<file path="config.mk">
export PLATFORM = sky130hd
export DESIGN_NAME = psr_xfer_unit
export DESIGN_NICKNAME = d
export VERILOG_FILES = /design/src/rtl/psr_xfer_pkg.sv /design/src/rtl/psr_write_merge.sv /design/src/rtl/psr_saved_bank.sv /design/src/rtl/psr_current_reg.sv /design/src/rtl/psr_xfer_unit.sv
export SDC_FILE = /design/constraint.sdc
export NUM_CORES = 1
export LEC_CHECK = 0
export ABC_AREA = 1
export CAP_MARGIN = 20
export CORE_MARGIN = 4
export CORE_UTILIZATION = 30
export CTS_CLUSTER_SIZE = 16
export DETAILED_ROUTE_END_ITERATION = 16
export SLEW_MARGIN = 20
export SYNTH_ARGS = -nofsm -noshare
export SYNTH_HDL_FRONTEND = slang
export SYNTH_HIERARCHICAL = 1
export SYNTH_SLANG_ARGS = --single-unit
</file>
<file path="constraint.sdc">
create_clock -name clk -period 2.99 [get_ports clk]
set_input_delay 0.897 -clock clk [delete_from_list [all_inputs] [get_ports clk]]
set_output_delay 0.897 -clock clk [all_outputs]
set_load 0.02 [all_outputs]
</file>
<file path="src/rtl/psr_xfer_pkg.sv">
// Package: shared operation encoding for the status register transfer unit.
// Assumes: op_sel values are decoded directly from the low opcode bits.
package psr_xfer_pkg;

    typedef enum logic [1:0] {
        OP_RD_CUR = 2'd0,
        OP_WR_CUR = 2'd1,
        OP_RD_SAV = 2'd2,
        OP_WR_SAV = 2'd3
    } psr_op_e;

endpackage

</file>
<file path="src/rtl/psr_write_merge.sv">
// Module: builds the value a status word takes on a load, either the full
// source or the old word with only its top FLAG_W flag bits replaced.
// Assumes: FLAG_W < DATA_W; purely combinational.
module psr_write_merge #(
    parameter int DATA_W = 32,
    parameter int FLAG_W = 4
) (
    input  logic [DATA_W-1:0] old_word,
    input  logic [DATA_W-1:0] src_word,
    input  logic              full_load,
    output logic [DATA_W-1:0] new_word
);
    localparam logic [DATA_W-1:0] FLAG_MASK =
        {{FLAG_W{1'b1}}, {(DATA_W-FLAG_W){1'b0}}};

    // Select the full source or a flag-field splice.
    always_comb begin
        if (full_load)
            new_word = src_word;
        else
            new_word = (old_word & ~FLAG_MASK) | (src_word & FLAG_MASK);
    end
endmodule

</file>
<file path="src/rtl/psr_saved_bank.sv">
// Module: one saved status word per privileged bank, with an indexed write
// port and an indexed combinational read port.
// Assumes: out-of-range indices are filtered by the caller for writes; reads
// of an out-of-range index return zero.
module psr_saved_bank #(
    parameter int DATA_W    = 32,
    parameter int NUM_BANKS = 5,
    parameter int BANK_W    = 3
) (
    input  logic              clk,
    input  logic              rst_n,
    input  logic              wr_en,
    input  logic [BANK_W-1:0] idx,
    input  logic [DATA_W-1:0] wr_data,
    output logic [DATA_W-1:0] rd_word
);
    logic [DATA_W-1:0] bank_q [NUM_BANKS];

    for (genvar b = 0; b < NUM_BANKS; b++) begin : g_bank
        // Hold bank b's saved word; load it when selected.
        always_ff @(posedge clk) begin
            if (!rst_n)
                bank_q[b] <= '0;
            else if (wr_en && (idx == BANK_W'(b)))
                bank_q[b] <= wr_data;
        end
    end

    // Return the selected bank's word, zero when none matches.
    always_comb begin
        rd_word = '0;
        for (int b = 0; b < NUM_BANKS; b++) begin
            if (idx == BANK_W'(b))
                rd_word = bank_q[b];
        end
    end
endmodule

</file>
<file path="src/rtl/psr_current_reg.sv">
// Module: the current status word register with a parameterised reset value.
// Assumes: the caller resolves priority between load sources.
module psr_current_reg #(
    parameter int                DATA_W    = 32,
    parameter logic [DATA_W-1:0] RESET_VAL = 32'h0000_00D3
) (
    input  logic              clk,
    input  logic              rst_n,
    input  logic              load,
    input  logic [DATA_W-1:0] next_word,
    output logic [DATA_W-1:0] word_q
);
    // Hold the current word; take the new value on load.
    always_ff @(posedge clk) begin
        if (!rst_n)
            word_q <= RESET_VAL;
        else if (load)
            word_q <= next_word;
    end
endmodule

</file>
<file path="src/rtl/psr_xfer_unit.sv">
// Module: top of the banked status register transfer unit. Decodes the
// operation, applies privilege and bank-range filtering, and drives the
// current word, the saved bank and the registered read port.
// Assumes: restore_req outranks op_valid; inputs valid at each rising edge.
module psr_xfer_unit
    import psr_xfer_pkg::*;
#(
    parameter int                DATA_W    = 32,
    parameter int                FLAG_W    = 4,
    parameter int                NUM_BANKS = 5,
    parameter int                BANK_W    = 3,
    parameter logic [DATA_W-1:0] RESET_VAL = 32'h0000_00D3
) (
    input  logic              clk,
    input  logic              rst_n,
    input  logic              op_valid,
    input  logic [1:0]        op_sel,
    input  logic              full_sel,
    input  logic [DATA_W-1:0] src_value,
    input  logic              priv_mode,
    input  logic [BANK_W-1:0] bank_idx,
    input  logic              restore_req,
    output logic [DATA_W-1:0] rd_data,
    output logic              rd_valid,
    output logic [DATA_W-1:0] cpsr_q,
    output logic              mode_chg
);
    localparam logic [BANK_W:0] BANK_LIMIT = (BANK_W+1)'(NUM_BANKS);

    psr_op_e           op;
    logic              bank_ok, sav_ok, op_go, restore_go;
    logic              cur_wr, cur_full, sav_wr, rd_load;
    logic [DATA_W-1:0] sav_word, cur_merged, sav_merged, cur_next;

    // Decode the request and its privilege and range qualifiers.
    always_comb begin
        op         = psr_op_e'(op_sel);
        bank_ok    = {1'b0, bank_idx} < BANK_LIMIT;
        sav_ok     = priv_mode && bank_ok;
        op_go      = op_valid && !restore_req;
        restore_go = restore_req && sav_ok;
        cur_wr     = op_go && (op == OP_WR_CUR);
        cur_full   = full_sel && priv_mode;
        sav_wr     = op_go && (op == OP_WR_SAV) && sav_ok;
        rd_load    = op_go && ((op == OP_RD_CUR) || ((op == OP_RD_SAV) && sav_ok));
    end

    psr_write_merge #(.DATA_W(DATA_W), .FLAG_W(FLAG_W)) u_cur_merge (
        .old_word  (cpsr_q),
        .src_word  (src_value),
        .full_load (cur_full),
        .new_word  (cur_merged)
    );

    psr_write_merge #(.DATA_W(DATA_W), .FLAG_W(FLAG_W)) u_sav_merge (
        .old_word  (sav_word),
        .src_word  (src_value),
        .full_load (full_sel),
        .new_word  (sav_merged)
    );

    psr_saved_bank #(.DATA_W(DATA_W), .NUM_BANKS(NUM_BANKS), .BANK_W(BANK_W)) u_bank (
        .clk     (clk),
        .rst_n   (rst_n),
        .wr_en   (sav_wr),
        .idx     (bank_idx),
        .wr_data (sav_merged),
        .rd_word (sav_word)
    );

    // Choose the current word's next value: restore beats a load.
    always_comb begin
        cur_next = restore_go ? sav_word : cur_merged;
    end

    psr_current_reg #(.DATA_W(DATA_W), .RESET_VAL(RESET_VAL)) u_cur (
        .clk       (clk),
        .rst_n     (rst_n),
        .load      (restore_go || cur_wr),
        .next_word (cur_next),
        .word_q    (cpsr_q)
    );

    // Register read results and the mode-change strobe.
    always_ff @(posedge clk) begin
        if (!rst_n) begin
            rd_data  <= '0;
            rd_valid <= 1'b0;
            mode_chg <= 1'b0;
        end else begin
            rd_valid <= rd_load;
            mode_chg <= restore_go || (cur_wr && cur_full);
            if (rd_load)
                rd_data <= (op == OP_RD_CUR) ? cpsr_q : sav_word;
        end
    end
endmodule

</file>
==> impl_metrics.env, run 1 <==
export IMPL_ir_worst_vdd_mv=0.370
export IMPL_pwr_share_comb_pct=14.1
export IMPL_cts_hold_buf=0
export IMPL_synth_seq_cells=226
export IMPL_syn_nets=1571
export IMPL_synth_top_area_cell="edfxtp_1"
export IMPL_root_buffer="clkbuf_16"
export IMPL_wirelength_mm=34.7
export IMPL_gr_total_overflow=0
export IMPL_seqPwrFrac_pct=46.0
export IMPL_firstDrtPassIters=5
export IMPL_crit_path_end_kind="flip-flop"
export IMPL_clk_path_buf_depth=3
export IMPL_fin_crit_sh_pct=92.7
export IMPL_fmax_ghz=0.361
export IMPL_drive_gt1_share_pct=10.9
export IMPL_num_io_pins=109
export IMPL_rsz0062_at_grt="false"
export IMPL_syn_inst=1528
export IMPL_gp_congestion=0.812
export IMPL_worst_path_largest_cell_delay_ps=520
export IMPL_netSwitchingPower_mw=2.00
export IMPL_ys_seq_area_share_pct=51.7
export IMPL_drc=0
export IMPL_final_max_slew_viol_count=0
export IMPL_port_buffers=108
export IMPL_path_class="input pin to flip-flop"
export IMPL_slowest_stage="clkdlybuf4s50_1"
export IMPL_min_period_ps=2770
export IMPL_cp_arrival_ps=3000
export IMPL_max_slew_margin_pct=50.0
export IMPL_wl_per_cell_um=16.0
export IMPL_critPathLaunchType="input pin"
export IMPL_dp_hpwl_mm=23.0
export IMPL_status="finished clean"
export IMPL_path_clk_slew_ps=60
export IMPL_cellInternalPower_mw=5.72
export IMPL_grt_first_pass_wirelength_mm=54.3
export IMPL_switching_share_pct=25.9
export IMPL_finalClockSkew_ps=11.1
export IMPL_cp_common_cell="buf_4"
export IMPL_avgSynthCellArea_um2=7.75
export IMPL_cts_htree_levels=1
export IMPL_clk_latency_ps=530
export IMPL_power_density_nw_per_um2=531
export IMPL_synth_area_um2=11800
export IMPL_crit_fanout=10
export IMPL_first_iter_violations=782
export IMPL_initial_core_util_pct=30.5
export IMPL_fp_dieArea_um2=42700
export IMPL_die_w_um=207
export IMPL_hold_viol_final=0
export IMPL_rows=72
export IMPL_cp_required_ps=3220
export IMPL_cap_violations=0
export IMPL_post_cts_buffers=0
export IMPL_area_delta_synth_final_pct=22.7
export IMPL_ant_nets=0
export IMPL_grt_max_degree=66
export IMPL_placed_cell_area_um2=13700
export IMPL_routed_via_density=4.65
export IMPL_cts_sinks=226
export IMPL_path_buf_inv=5
export IMPL_cts_made_buffers=24
export IMPL_grt_use_total_pct=16.0
export IMPL_worst_pin_slew_ps=748
export IMPL_fp_coreArea_um2=38800
export IMPL_synth_cell_type_count=25
export IMPL_first_global_vias=9537
export IMPL_vias=10100
export IMPL_synth_yosys_warnings=6
export IMPL_die_height_um=207
export IMPL_leakage_nw=6.07
export IMPL_nNetsFinal=1676
export IMPL_hp_class="flip-flop to flip-flop"
export IMPL_synth_top_area_share_pct=40.6
export IMPL_pwr_share_clk_pct=40.0
export IMPL_finalInstanceArea_um2=14500
export IMPL_yosys_top_cells_area="edfxtp_1 41%, nand2_1 13%, nor2_1 11%"
export IMPL_antenna_found_initial=1
export IMPL_final_util_pct=37.4
export IMPL_setup_viol=0
export IMPL_cts_tree="built"
export IMPL_post_cts_resized=0
export IMPL_cp_top_family="buffers and inverters"
export IMPL_path_cells="clkdlybuf4s50_1 -> buf_4 -> o21ai_1 -> buf_4 -> nand2_1 -> nor4_1 -> buf_4 -> nand2_1 -> nand2_1 -> buf_4"
## flip-flops by register name (all words and copies together), names as in the netlist
signal / count
mode_chg: 1
u_cur/word_q: 32
rd_data: 32
u_bank/bank_q: 160
rd_valid: 1
## worst register-to-register path: stages (launching register included)
cell,delay [ps]
edfxtp_1,390
nand3_1,100
nand2_1,60
nor2_1,120
nand3_1,120
inv_1,120
nor2_2,50
nor2_2,180
nand3_1,100
nand2_1,80
nor2_1,40
## worst paths after layout
path                                        end                                from  slack [ps]  cells past startpoint
max          u_bank/bank_q[3][23]$_SDFFCE_PN0P_                         bank_idx[1]         220                     10
min reg2reg            rd_data[12]$_SDFFE_PN0P_            rd_data[12]$_SDFFE_PN0P_         480                      2
min                    rd_data[12]$_SDFFE_PN0P_            rd_data[12]$_SDFFE_PN0P_         480                      2
max reg2reg            rd_data[14]$_SDFFE_PN0P_  u_bank/bank_q[0][14]$_SDFFCE_PN0P_        1530                     10
## power groups by stage
| stage | Combinational [mW] | Clock, mW | Sequential [mW] |
|---|---|---|---|
| finish | 1.08 | 3.08 | 3.55 |
| global route | 1.20 | 3.29 | 3.56 |
| CTS | 1.09 | 3.15 | 3.55 |
| detailed placement | 1.09 | 0 | 3.61 |
| global placement | 1.08 | 0 | 3.61 |
| floorplan | 0.608 | 0 | 3.66 |
## Yosys cell counts, drive strengths merged
| master | count |
|---|---|
| buf | 77 |
| nor4 | 1 |
| dfxtp | 66 |
| a21oi | 33 |
| nor2 | 411 |
| nand3 | 107 |
| nor3 | 5 |
| edfxtp | 160 |
| o21ai | 33 |
| nand4 | 33 |
| nand2 | 410 |
| inv | 167 |
| clkbuf | 25 |
## layout by cell type (no fill, tap or decap), types with 3 or more instances in the layout
cell	count
nand2_1	407
nor2_1	354
edfxtp_1	160
inv_1	159
clkdlybuf4s50_1	107
nand3_1	106
dfxtp_1	66
nor2_2	54
buf_4	48
a21oi_1	33
nand4_1	33
clkbuf_16	25
buf_12	25
o21ai_0	18
o21ai_1	15
inv_2	8
clkbuf_1	6
nor3_1	3
nor2_4	3
clkinv_2	3
clkinv_1	3
bufinv_16	3
## through the flow
| stage | setup WS, ps | setup TNS [ps] | power [mW] | cells | hold WS, ps |
|---|---|---|---|---|---|
| 3_5_place_dp | -325 | -75120 | 4.70 | 2125 | 470 |
| 4_1_cts | 222 | 0 | 7.79 | 2169 | 487 |
| 2_1_floorplan | 214 | 0 | 4.27 | 1528 | 555 |
| 3_3_place_gp | -505 | -126820 | 4.69 | 2125 | 459 |
| 5_1_grt | 99.1 | 0 | 8.04 | 2169 | 501 |
| 6_report | 220 | 0 | 7.72 | 2170 | 479 |
## layer usage
layer  global-route usage, %  vias up  wire, um
li1                        -     4985         -
met1                    22.4     4711     15000
met2                    26.8      352     16500
met3                    1.75       45      2590
met4                    3.73        0       601
met5                       0        -         0
## area by class of cell
cell class	count	area, um^2
multi-input combinational	1033	4380
fill	3968	24300
timing repair buffer	181	1940
antenna	1	2.50
sequential	226	6130
inverter	167	627
tap	518	648
clock buffer	33	676
clock inverter	11	133
## logic make-up after synthesis
group / share of synthesized area (%)
and+or+nand+nor: 34.1
buffers and inverters: 11.4
DFF: 51.7
AOI/OAI and AO/OA: 2.79
Note: power is estimated with default switching activity, not from simulation.
==> inputs of run 2 (changes only) <==
Settings changed: SETUP_SLACK_MARGIN set to 0.4.
==> run 2 against run 1 <==
Sequential power about the same. Routed wire length decreased by 3.7%. First-iteration DRC count decreased by 4.0%. Maximum frequency increased by 11%. Global-route usage decreased by 0.61 points. Non-clock buffer count unchanged. Combinational power about the same. Setup slack improved by 280 ps. Clock-buffer cell count decreased by 6. Clock skew increased by 11 ps. Register-to-register slack about the same. Critical endpoint is now cpsr_q[6].
==> impl_metrics.env, run 2 (synthesis results as in run 1) <==
export IMPL_cts_hold_buf=0
export IMPL_setup_viol=0
export IMPL_drive_gt1_share_pct=11.2
export IMPL_routed_via_density=4.56
export IMPL_fmax_ghz=0.401
export IMPL_nNetsFinal=1676
export IMPL_top_register="u_bank/bank_q"
export IMPL_cts_made_buffers=24
export IMPL_worst_pin_slew_ps=437
export IMPL_cts_sinks=226
export IMPL_worst_path_largest_cell_delay_ps=660
export IMPL_min_period_ps=2490
export IMPL_cap_violations=0
export IMPL_pre_cts_ws_ps=-114
export IMPL_wl_per_cell_um=15.4
export IMPL_grt_use_total_pct=15.4
export IMPL_area_delta_synth_final_pct=23.5
export IMPL_slowest_stage="clkdlybuf4s50_1"
export IMPL_clk_latency_ps=530
export IMPL_dp_hpwl_mm=23.5
export IMPL_fin_ws_ps=495
export IMPL_fp_coreArea_um2=38800
export IMPL_crit_fanout=4
export IMPL_largest_reg_flops=160
export IMPL_first_iter_violations=751
export IMPL_largest_registers="u_bank/bank_q: 160 flops, rd_data: 32 flops, u_cur/word_q: 32 flops"
export IMPL_num_io_pins=109
export IMPL_rows=72
export IMPL_cts_htree_levels=1
export IMPL_root_buffer="clkbuf_16"
export IMPL_final_max_slew_viol_count=0
export IMPL_clk_path_buf_depth=3
export IMPL_ir_worst_vdd_mv=0.414
export IMPL_cp_arrival_ps=1600
export IMPL_power_density_nw_per_um2=521
export IMPL_dp_cells=2125
export IMPL_cp_required_ps=2090
export IMPL_leakage_nw=6.12
export IMPL_initial_core_util_pct=30.5
export IMPL_fin_crit_sh_pct=83.4
export IMPL_fp_dieArea_um2=42700
export IMPL_firstDrtPassIters=5
export IMPL_final_common_cell="nand2_1"
export IMPL_grt_max_degree=66
export IMPL_antenna_found_initial=0
export IMPL_hp_class="flip-flop to flip-flop"
export IMPL_path_buf_inv=1
export IMPL_antenna_cells=0
export IMPL_gp_congestion=0.820
export IMPL_finalPower_mw=7.61
export IMPL_post_cts_buffers=0
export IMPL_instances_no_fill=2169
export IMPL_cts_tree="built"
export IMPL_rsz0062_at_grt="false"
export IMPL_final_util_pct=37.6
export IMPL_cp_top_family="buffers and inverters"
export IMPL_vias=9887
export IMPL_die_w_um=207
export IMPL_port_buffers=108
export IMPL_final_cell_mix="402 x nand2_1, 354 x nor2_1, 160 x edfxtp_1, 159 x inv_1, 105 x nand3_1"
export IMPL_status="finished clean"
export IMPL_path_class="flip-flop to output pin"
export IMPL_first_global_vias=9478
export IMPL_hold_viol_final=0
export IMPL_finalClockSkew_ps=22.1
export IMPL_wirelength_mm=33.4
export IMPL_grt_first_pass_wirelength_mm=52.9
export IMPL_max_slew_margin_pct=70.9
export IMPL_ant_nets=0
export IMPL_die_height_um=207
export IMPL_gr_total_overflow=0
export IMPL_crit_path_end_kind="output pin"
export IMPL_path_cells="clkdlybuf4s50_1"
export IMPL_path_clk_slew_ps=60
export IMPL_final_setup_tns_ps=0
export IMPL_drc=0
export IMPL_critPathLaunchType="flip-flop"
## run 2: metal layers
metal  up-vias  global-route usage (%)  part of all wire [%]
met4         0                    2.90                   1.5
met3        39                    1.81                   5.1
li1       4990                       -                     -
met5         -                       0                     0
met2       242                    25.7                    47
met1      4616                    21.8                    46
## run 2: final timing paths
check,start,endpoint,slack (ps),depth (start not counted)
worst min register to register,rd_data[16]$_SDFFE_PN0P_,rd_data[16]$_SDFFE_PN0P_,480,2
worst max-delay path,u_cur/word_q[6]$_SDFFE_PN1P_,cpsr_q[6],500,1
worst max register to register,u_bank/bank_q[1][19]$_SDFFCE_PN0P_,rd_data[19]$_SDFFE_PN0P_,1540,10
worst min-delay path,rd_data[16]$_SDFFE_PN0P_,rd_data[16]$_SDFFE_PN0P_,480,2
## run 2: layout make-up
| class | instances | area, um^2 |
|---|---|---|
| clock inverters | 17 | 163 |
| clock buffers | 27 | 612 |
| repair buffers | 181 | 2040 |
| flip-flops and latches | 226 | 6130 |
| well taps | 518 | 648 |
| fillers | 3962 | 24200 |
| multi-input cells | 1033 | 4400 |
| inverters | 167 | 627 |
## run 2: report_power, final
part / leakage (nW) / switching (mW) / internal, mW
clock: 0.379 / 1.24 / 1.73
combinational: 3.57 / 0.681 / 0.423
sequential: 2.17 / 0.0681 / 3.47
total: 6.12 / 1.99 / 5.62
## run 2: stage by stage
stage	cell area, um^2	hold WS, ps
final	14600	479
after global routing	14600	494
after CTS	14600	482
after detailed placement	13800	467
after global placement	13800	463
after floorplan	11900	555
## run 2: what timing repair did
item / in CTS / in global routing
endpoints found under the setup margin: 0 / 81
gates resized for setup: 0 / 4
endpoints found under the hold margin: 0 / 0
